[config.mk]
export PLATFORM = sky130hd
export DESIGN_NAME = fetch_region_tracker
export DESIGN_NICKNAME = d
export VERILOG_FILES = /design/src/rtl/fetch_region_pkg.sv /design/src/rtl/fetch_target_decode.sv /design/src/rtl/fetch_wait_lookup.sv /design/src/rtl/fetch_region_tracker.sv
export SDC_FILE = /design/constraint.sdc
export NUM_CORES = 1
export LEC_CHECK = 0
export BUFFER_PORTS_ARGS = -buffer_cell sky130_fd_sc_hd__buf_2
export CAP_MARGIN = 20
export CORE_UTILIZATION = 30
export CTS_CLUSTER_SIZE = 16
export DETAILED_ROUTE_END_ITERATION = 6
export PLACE_DENSITY_LB_ADDON = 0.2
export RECOVER_POWER = 25
export SLEW_MARGIN = 10
export SYNTH_ARGS = -nofsm -noshare
export SYNTH_HDL_FRONTEND = slang
export SYNTH_SLANG_ARGS = --single-unit
[constraint.sdc]
create_clock -name clk -period 1.1 [get_ports clk]
set_input_delay 0.055 -clock clk [delete_from_list [all_inputs] [get_ports clk]]
set_output_delay 0.055 -clock clk [all_outputs]
set_load 0.05 [all_outputs]
[src/rtl/fetch_region_pkg.sv]
package fetch_region_pkg;

  typedef enum logic [2:0] {
    TGT_NONE  = 3'd0,
    TGT_IRAM  = 3'd1,
    TGT_MAIN  = 3'd2,
    TGT_WPRIV = 3'd3,
    TGT_WSHR  = 3'd4,
    TGT_ROM   = 3'd5,
    TGT_TRAP  = 3'd6
  } fetch_tgt_e;

  localparam logic [31:0] TRAP_WORD = 32'hE710B710;
  localparam logic [8:0]  REGION_BAD = 9'h1FF;

  // count slot order: bit0 = sequential, bit1 = word width
  localparam int K_NSEQ16 = 0;
  localparam int K_SEQ16  = 1;
  localparam int K_NSEQ32 = 2;
  localparam int K_SEQ32  = 3;
  localparam int N_KINDS  = 4;

  typedef struct packed {
    fetch_tgt_e  tgt;
    logic [8:0]  region;
    logic [31:0] mask;
    logic        trap;
    logic        fault;
    logic        keep_counts;
  } decode_t;

  // Main core: sequential cost equals non-sequential cost.
  function automatic logic [7:0] main_wait(input logic [7:0] rg, input logic wide);
    logic [7:0] w;
    if (rg > 8'd7)                      w = 8'd0;
    else if (rg == 8'd2)                w = wide ? 8'd19 : 8'd17;
    else if (rg == 8'd5 || rg == 8'd6)  w = wide ? 8'd9 : 8'd7;
    else                                w = 8'd6;
    return w;
  endfunction

  function automatic logic [7:0] sub_wait(input logic [7:0] rg, input logic wide,
                                          input logic seq);
    logic [7:0] w;
    if (rg == 8'd2) begin
      case ({wide, seq})
        2'b00:   w = 8'd8;
        2'b01:   w = 8'd1;
        2'b10:   w = 8'd9;
        default: w = 8'd2;
      endcase
    end else if ((rg == 8'd5 || rg == 8'd6) && wide) begin
      w = 8'd1;
    end else begin
      w = 8'd0;
    end
    return w;
  endfunction

  function automatic logic [31:0] shared_mask(input logic [1:0] sel, input int grain);
    return (32'(grain) << sel) - 32'd1;
  endfunction

endpackage

[src/rtl/fetch_target_decode.sv]
module fetch_target_decode
  import fetch_region_pkg::*;
#(
  parameter int ADDR_W       = 32,
  parameter int IRAM_BYTES   = 32768,
  parameter int MAIN_BYTES   = 4194304,
  parameter int PRIV_BYTES   = 65536,
  parameter int ROM_BYTES    = 4096,
  parameter int TCM_GRAIN    = 512,
  parameter int SHARED_GRAIN = 8192,
  parameter logic [ADDR_W-1:0] PRIV_SPLIT = 32'h0380_0000,
  parameter logic [7:0] RG_IRAM   = 8'h00,
  parameter logic [7:0] RG_IRAM_M = 8'h01,
  parameter logic [7:0] RG_MAIN   = 8'h02,
  parameter logic [7:0] RG_WRAM   = 8'h03,
  parameter logic [7:0] RG_ROM_MAIN = 8'hFF,
  parameter logic [7:0] RG_ROM_SUB  = 8'h00
) (
  input  logic [ADDR_W-1:0] addr_i,
  input  logic              main_mode_i,
  input  logic              rom_present_i,
  input  logic [4:0]        tcm_vsize_i,
  input  logic [1:0]        shared_sel_i,
  output decode_t           dec_o
);
  localparam logic [31:0] IRAM_MASK = 32'(IRAM_BYTES - 1);
  localparam logic [31:0] MAIN_MASK = 32'(MAIN_BYTES - 1);
  localparam logic [31:0] PRIV_MASK = 32'(PRIV_BYTES - 1);
  localparam logic [31:0] ROM_MASK  = 32'(ROM_BYTES - 1);

  logic [7:0]  rg;
  logic [63:0] tcm_limit;
  logic        in_tcm;

  assign rg        = addr_i[ADDR_W-1 -: 8];
  assign tcm_limit = 64'(TCM_GRAIN) << tcm_vsize_i;
  assign in_tcm    = 64'(addr_i) < tcm_limit;

  always_comb begin
    dec_o.tgt         = TGT_TRAP;
    dec_o.region      = REGION_BAD;
    dec_o.mask        = '0;
    dec_o.trap        = 1'b1;
    dec_o.fault       = 1'b1;
    dec_o.keep_counts = main_mode_i;
    if (main_mode_i) begin
      if ((rg == RG_IRAM || rg == RG_IRAM_M) && in_tcm) begin
        dec_o.tgt = TGT_IRAM; dec_o.mask = IRAM_MASK;
        dec_o.trap = 1'b0;    dec_o.fault = 1'b0;
      end else if (rg == RG_MAIN) begin
        dec_o.tgt = TGT_MAIN; dec_o.mask = MAIN_MASK;
        dec_o.trap = 1'b0;    dec_o.fault = 1'b0;
      end else if (rg == RG_ROM_MAIN) begin
        dec_o.fault = 1'b0;
        if (rom_present_i) begin
          dec_o.tgt = TGT_ROM; dec_o.mask = ROM_MASK; dec_o.trap = 1'b0;
        end
      end
    end else begin
      if (rg == RG_ROM_SUB) begin
        dec_o.fault = 1'b0;
        if (rom_present_i) begin
          dec_o.tgt = TGT_ROM; dec_o.mask = ROM_MASK; dec_o.trap = 1'b0;
        end
      end else if (rg == RG_MAIN) begin
        dec_o.tgt = TGT_MAIN; dec_o.mask = MAIN_MASK;
        dec_o.trap = 1'b0;    dec_o.fault = 1'b0;
      end else if (rg == RG_WRAM) begin
        dec_o.trap = 1'b0; dec_o.fault = 1'b0;
        if (addr_i >= PRIV_SPLIT || shared_sel_i == 2'd0) begin
          dec_o.tgt = TGT_WPRIV; dec_o.mask = PRIV_MASK;
        end else begin
          dec_o.tgt  = TGT_WSHR;
          dec_o.mask = shared_mask(shared_sel_i, SHARED_GRAIN);
        end
      end
    end
    if (!dec_o.fault) dec_o.region = {1'b0, rg};
  end
endmodule

[src/rtl/fetch_wait_lookup.sv]
module fetch_wait_lookup
  import fetch_region_pkg::*;
#(
  parameter int CNT_W = 5
) (
  input  logic [7:0]                     region_i,
  input  logic                           main_mode_i,
  output logic [N_KINDS-1:0][CNT_W-1:0]  cnt_o
);
  for (genvar k = 0; k < N_KINDS; k++) begin : g_kind
    localparam logic WIDE = ((k / 2) == 1);
    localparam logic SEQ  = ((k % 2) == 1);
    logic [7:0] main_w;
    logic [7:0] sub_w;
    assign main_w   = main_wait(region_i, WIDE);
    assign sub_w    = sub_wait(region_i, WIDE, SEQ);
    assign cnt_o[k] = main_mode_i ? main_w[CNT_W-1:0] : sub_w[CNT_W-1:0];
  end
endmodule

[src/rtl/fetch_region_tracker.sv]
module fetch_region_tracker
  import fetch_region_pkg::*;
#(
  parameter int ADDR_W       = 32,
  parameter int CNT_W        = 5,
  parameter int IRAM_BYTES   = 32768,
  parameter int MAIN_BYTES   = 4194304,
  parameter int PRIV_BYTES   = 65536,
  parameter int ROM_BYTES    = 4096,
  parameter int TCM_GRAIN    = 512,
  parameter int SHARED_GRAIN = 8192
) (
  input  logic              clk,
  input  logic              rst_n,
  input  logic              br_valid,
  input  logic [ADDR_W-1:0] br_addr,
  input  logic              main_mode,
  input  logic              rom_present,
  input  logic [4:0]        tcm_vsize,
  input  logic [1:0]        shared_sel,
  output logic [2:0]        fetch_target,
  output logic [8:0]        fetch_region,
  output logic [31:0]       fetch_mask,
  output logic              trap_fetch,
  output logic [31:0]       trap_opcode,
  output logic              jump_fault,
  output logic [CNT_W-1:0]  wait_nseq16,
  output logic [CNT_W-1:0]  wait_seq16,
  output logic [CNT_W-1:0]  wait_nseq32,
  output logic [CNT_W-1:0]  wait_seq32
);
  decode_t                        dec;
  logic [N_KINDS-1:0][CNT_W-1:0]  lookup;
  logic [N_KINDS-1:0][CNT_W-1:0]  cnt_q;
  fetch_tgt_e                     tgt_q;
  logic [8:0]                     region_q;
  logic [31:0]                    mask_q;
  logic                           trap_q;
  logic                           fault_q;

  // named internal events for the checker
  logic dec_fault;
  logic hold_counts;
  logic zero_counts;

  fetch_target_decode #(
    .ADDR_W(ADDR_W), .IRAM_BYTES(IRAM_BYTES), .MAIN_BYTES(MAIN_BYTES),
    .PRIV_BYTES(PRIV_BYTES), .ROM_BYTES(ROM_BYTES), .TCM_GRAIN(TCM_GRAIN),
    .SHARED_GRAIN(SHARED_GRAIN)
  ) u_dec (
    .addr_i(br_addr), .main_mode_i(main_mode), .rom_present_i(rom_present),
    .tcm_vsize_i(tcm_vsize), .shared_sel_i(shared_sel), .dec_o(dec)
  );

  fetch_wait_lookup #(.CNT_W(CNT_W)) u_wait (
    .region_i(br_addr[ADDR_W-1 -: 8]), .main_mode_i(main_mode), .cnt_o(lookup)
  );

  assign dec_fault   = br_valid && dec.fault;
  assign hold_counts = dec_fault && dec.keep_counts;
  assign zero_counts = dec_fault && !dec.keep_counts;

  always_ff @(posedge clk or negedge rst_n) begin
    if (!rst_n) begin
      tgt_q    <= TGT_NONE;
      region_q <= '0;
      mask_q   <= '0;
      trap_q   <= 1'b0;
      fault_q  <= 1'b0;
      cnt_q    <= '0;
    end else if (br_valid) begin
      tgt_q    <= dec.tgt;
      region_q <= dec.region;
      mask_q   <= dec.mask;
      trap_q   <= dec.trap;
      fault_q  <= dec.fault;
      if (zero_counts)       cnt_q <= '0;
      else if (!hold_counts) cnt_q <= lookup;
    end else begin
      fault_q  <= 1'b0;
    end
  end

  assign fetch_target = tgt_q;
  assign fetch_region = region_q;
  assign fetch_mask   = mask_q;
  assign trap_fetch   = trap_q;
  assign trap_opcode  = trap_q ? TRAP_WORD : 32'd0;
  assign jump_fault   = fault_q;
  assign wait_nseq16  = cnt_q[K_NSEQ16];
  assign wait_seq16   = cnt_q[K_SEQ16];
  assign wait_nseq32  = cnt_q[K_NSEQ32];
  assign wait_seq32   = cnt_q[K_SEQ32];
endmodule

==> flow_summary.yaml <==
detailed_routing:
  first_pass_iters: 4
  drtIter0Drc: 74
  routed_wl_mm: 8.58
  via_per_inst: 4.77
  wl_per_cell_microns: 14.1
  remaining_drc_errors: 0
  vias: 2910
  ant_nets: 0
clock_tree:
  cts_buffer_depth: 2
  root_buffer: "clkbuf_8"
  cts_tree: "done"
  cts.sinks: 37
  path_clk_slew_ns: 0.08
  cts_buffers: 5
  h-tree-depth: 2
  insertion_delay_ns: 0.28
finish:
  fin_nets: 548
  fin_cells: 610
  multi_input_area_sq_mm: 0.00202
  final_cell_area_sq_mm: 0.00463
  drive_gt1_frac: 0.547
  fillCellCount: 884
  area.growth.synth_to_final_pct: 57.0
  register_area_sq_um: 928
  antenna_cells: 0
setup_path:
  crit_path_frequent_cell: "buf_4"
  cp_slowest_cell: "a221oi_4"
  end_kind: "register"
  arrival_ns: 2.25
  slowest_delay_ns: 0.31
  crit_family: "simple AND/OR/NAND/NOR gates"
  worst_setup_path_start_kind: "input port"
  path_max_fanout: 7
  criticalPathCategory: "in2reg"
  critPathBufInv: 4
  path_cells: "buf_8 > nor2b_4 > buf_4 > nand2_2 > ha_4 > nand4_1 > buf_4 > nor2_4 > a221oi_4 > buf_6 > nand4_4 > and2_4 > a211o_1"
  required_ns: 1.28
placed_design:
  place_area_sq_mm: 0.00368
  place_congestion: 0.876
  dp_cells: 578
  port_buffers: 113
  dp_hpwl_mm: 6.19
global_route:
  grt_overflow_total: 0
  grt_max_degree: 32
  grt_use_total: 0.160
  grt_pass1_vias: 2730
  grt_pass1_wl_mm: 13.0
  grt_antenna_before_repair: 0
die:
  coreArea_sq_mm: 0.00937
  ioPinCount: 142
  die_h_microns: 101
  dieArea_sq_mm: 0.0102
  row_count: 35
  die_w_microns: 101
  initial_core_util: 0.315
pwr:
  powerDensity_mw_per_mm2: 889
  power_mw: 4.12
  vdd_drop_max_mv: 0.464
  p_leak_nw: 2.24
synthesis:
  ys.warnings.count: 0
  ys_top_cells_by_area: "dfrtp_1, buf_4, ha_1"
  yosysMostFrequentCell: "buf_4"
  async_flop_share: 1.00
  ys_seq_elements: 37
  syn_area_per_cell_sq_um: 8.58
  synth.top_cell.area_share: 0.314
  synth_edf_count: 0
  synth_flop_cell: "dfrtp_1"
  synthTopCellsByCount: "buf_4, nand2_1, dfrtp_1, nor2_1"
  synth.cell_area_sq_mm: 0.00295
  synth_cells: 344
  ys_seq_area_frac: 0.314
  synth_largest_area_cell: "dfrtp_1"
  ys_types: 51
status:
  violations: "setup timing"
  outcome: "finished, violations left"
timing:
  clock_skew_ns: 0
  post-route-worst-setup-slack_ns: -0.970
  timing.final.hold_violations: 0
  final_max_slew_viol_count: 0
  clock.fmax_mhz: 483
  worstMarginPinSlew_ns: 0.714
  rsz0062_at_grt: "yes"
  setup_viol: 47
  fin_crit_ns: 2.07
  timing.slew.headroom: 0.524
  min_period_over_period: 1.88
min_path:
  hp-class: "in2reg"
run:
  max_cap_violations: 0
==> metrics by stage <==
step	util	setup TNS, ns	hold WS (ns)	setup WS (ns)
after floorplan	-	-23.23	-0.241	-0.886
after global placement	0.392	-38.72	-0.0362	-1.31
after detailed placement	0.392	-39.38	-0.0372	-1.35
after CTS	0.477	-25.17	0.173	-0.900
after global routing	0.494	-32.16	0.181	-1.09
final	0.494	-26.90	0.175	-0.970
==> final timing paths <==
path                                       startpoint                    endpoint  slack [ns]  depth (start not counted)
max in group asynchronous                       rst_n        jump_fault$_DFF_PN0_        0.15                          3
max reg2reg                    trap_fetch$_DFFE_PN0P_      trap_fetch$_DFFE_PN0P_        0.21                          2
min in group asynchronous                       rst_n  fetch_mask[28]$_DFFE_PN0P_        0.33                          2
max                                      tcm_vsize[4]  wait_nseq32[0]$_DFFE_PN0P_       -0.97                         13
min                                     shared_sel[1]  fetch_mask[15]$_DFFE_PN0P_        0.17                          3
min reg2reg                wait_nseq16[3]$_DFFE_PN0P_  wait_nseq16[3]$_DFFE_PN0P_        0.49                          1
==> layout make-up <==
class                           count  area share
Clock buffer                        5      0.0149
Clock inverter                      3     0.00378
Inverter                            8     0.00648
Multi-Input combinational cell    244       0.437
Sequential cell                    37       0.200
Tap cell                          129      0.0349
Timing Repair Buffer              184       0.303
==> tightest hold or removal path, delay by kind of cell <==
family,cells,cell delay [ns]
buf+inv,1,0.09
compound gates,1,0.12
simple gates,1,0.16
==> flip-flops by register name, summed over array words and instances, names as in the netlist <==
signal        count
wait_seq16        2
wait_nseq16       3
wait_seq32        3
wait_nseq32       4
jump_fault        1
fetch_mask       11
trap_fetch        1
fetch_target      3
fetch_region      9
==> cells in the final DEF (no fill, tap or decap), drive strengths merged, types with 2 or more instances in the layout <==
master	netlist	layout
buf	65	180
nand2	41	41
dfrtp	37	37
nor2	37	37
a21oi	24	24
ha	24	24
conb	1	19
o21ai	12	12
and3	8	8
inv	8	8
clkbuf	8	8
nand4	7	7
nand3	7	7
mux2	5	5
nor2b	5	5
nor3b	5	5
a21o	4	4
nor4	4	4
o21a	3	3
o32a	3	3
nor3	3	3
nand2b	3	3
a31oi	3	3
and3b	2	2
o211ai	2	2
o22ai	2	2
o31ai	2	2
a211o	2	2
xor2	2	2
clkinv	0	2
and2	2	2
==> routing by layer <==
layer | GRT usage | vias to the layer above | share of wire
met3 | 0.0255 | 9 | 0.052
met4 | 0.0312 | 0 | 0.010
met2 | 0.287 | 103 | 0.51
li1 | - | 1392 | -
met5 | 0 | - | 0
met1 | 0.203 | 1406 | 0.43
==> power by group <==
group	internal, mW	switching [mW]	total (mW)
combinational	0.627	1.13	1.76
sequential	1.39	0.0285	1.42
clock	0.437	0.498	0.936
==> timing repair <==
item	CTS	global route
resized for setup	121	47
pin swaps	38	17
cloned	0	0
hold buffers	1	0
endpoints found under the hold margin	37	0
endpoints found under the setup margin	50	59
setup buffers	22	3
==> kinds of logic after synthesis <==
group | share of synthesized area
multiplexers | 0.0191
XOR/XNOR | 0.00594
buffers and inverters | 0.186
other | 0.00127
flip-flops | 0.314
adder cells (fa/ha/maj) | 0.102
AND/OR/NAND/NOR | 0.217
AO/OA/AOI/OAI | 0.155
(Power assumes the default switching activity.)
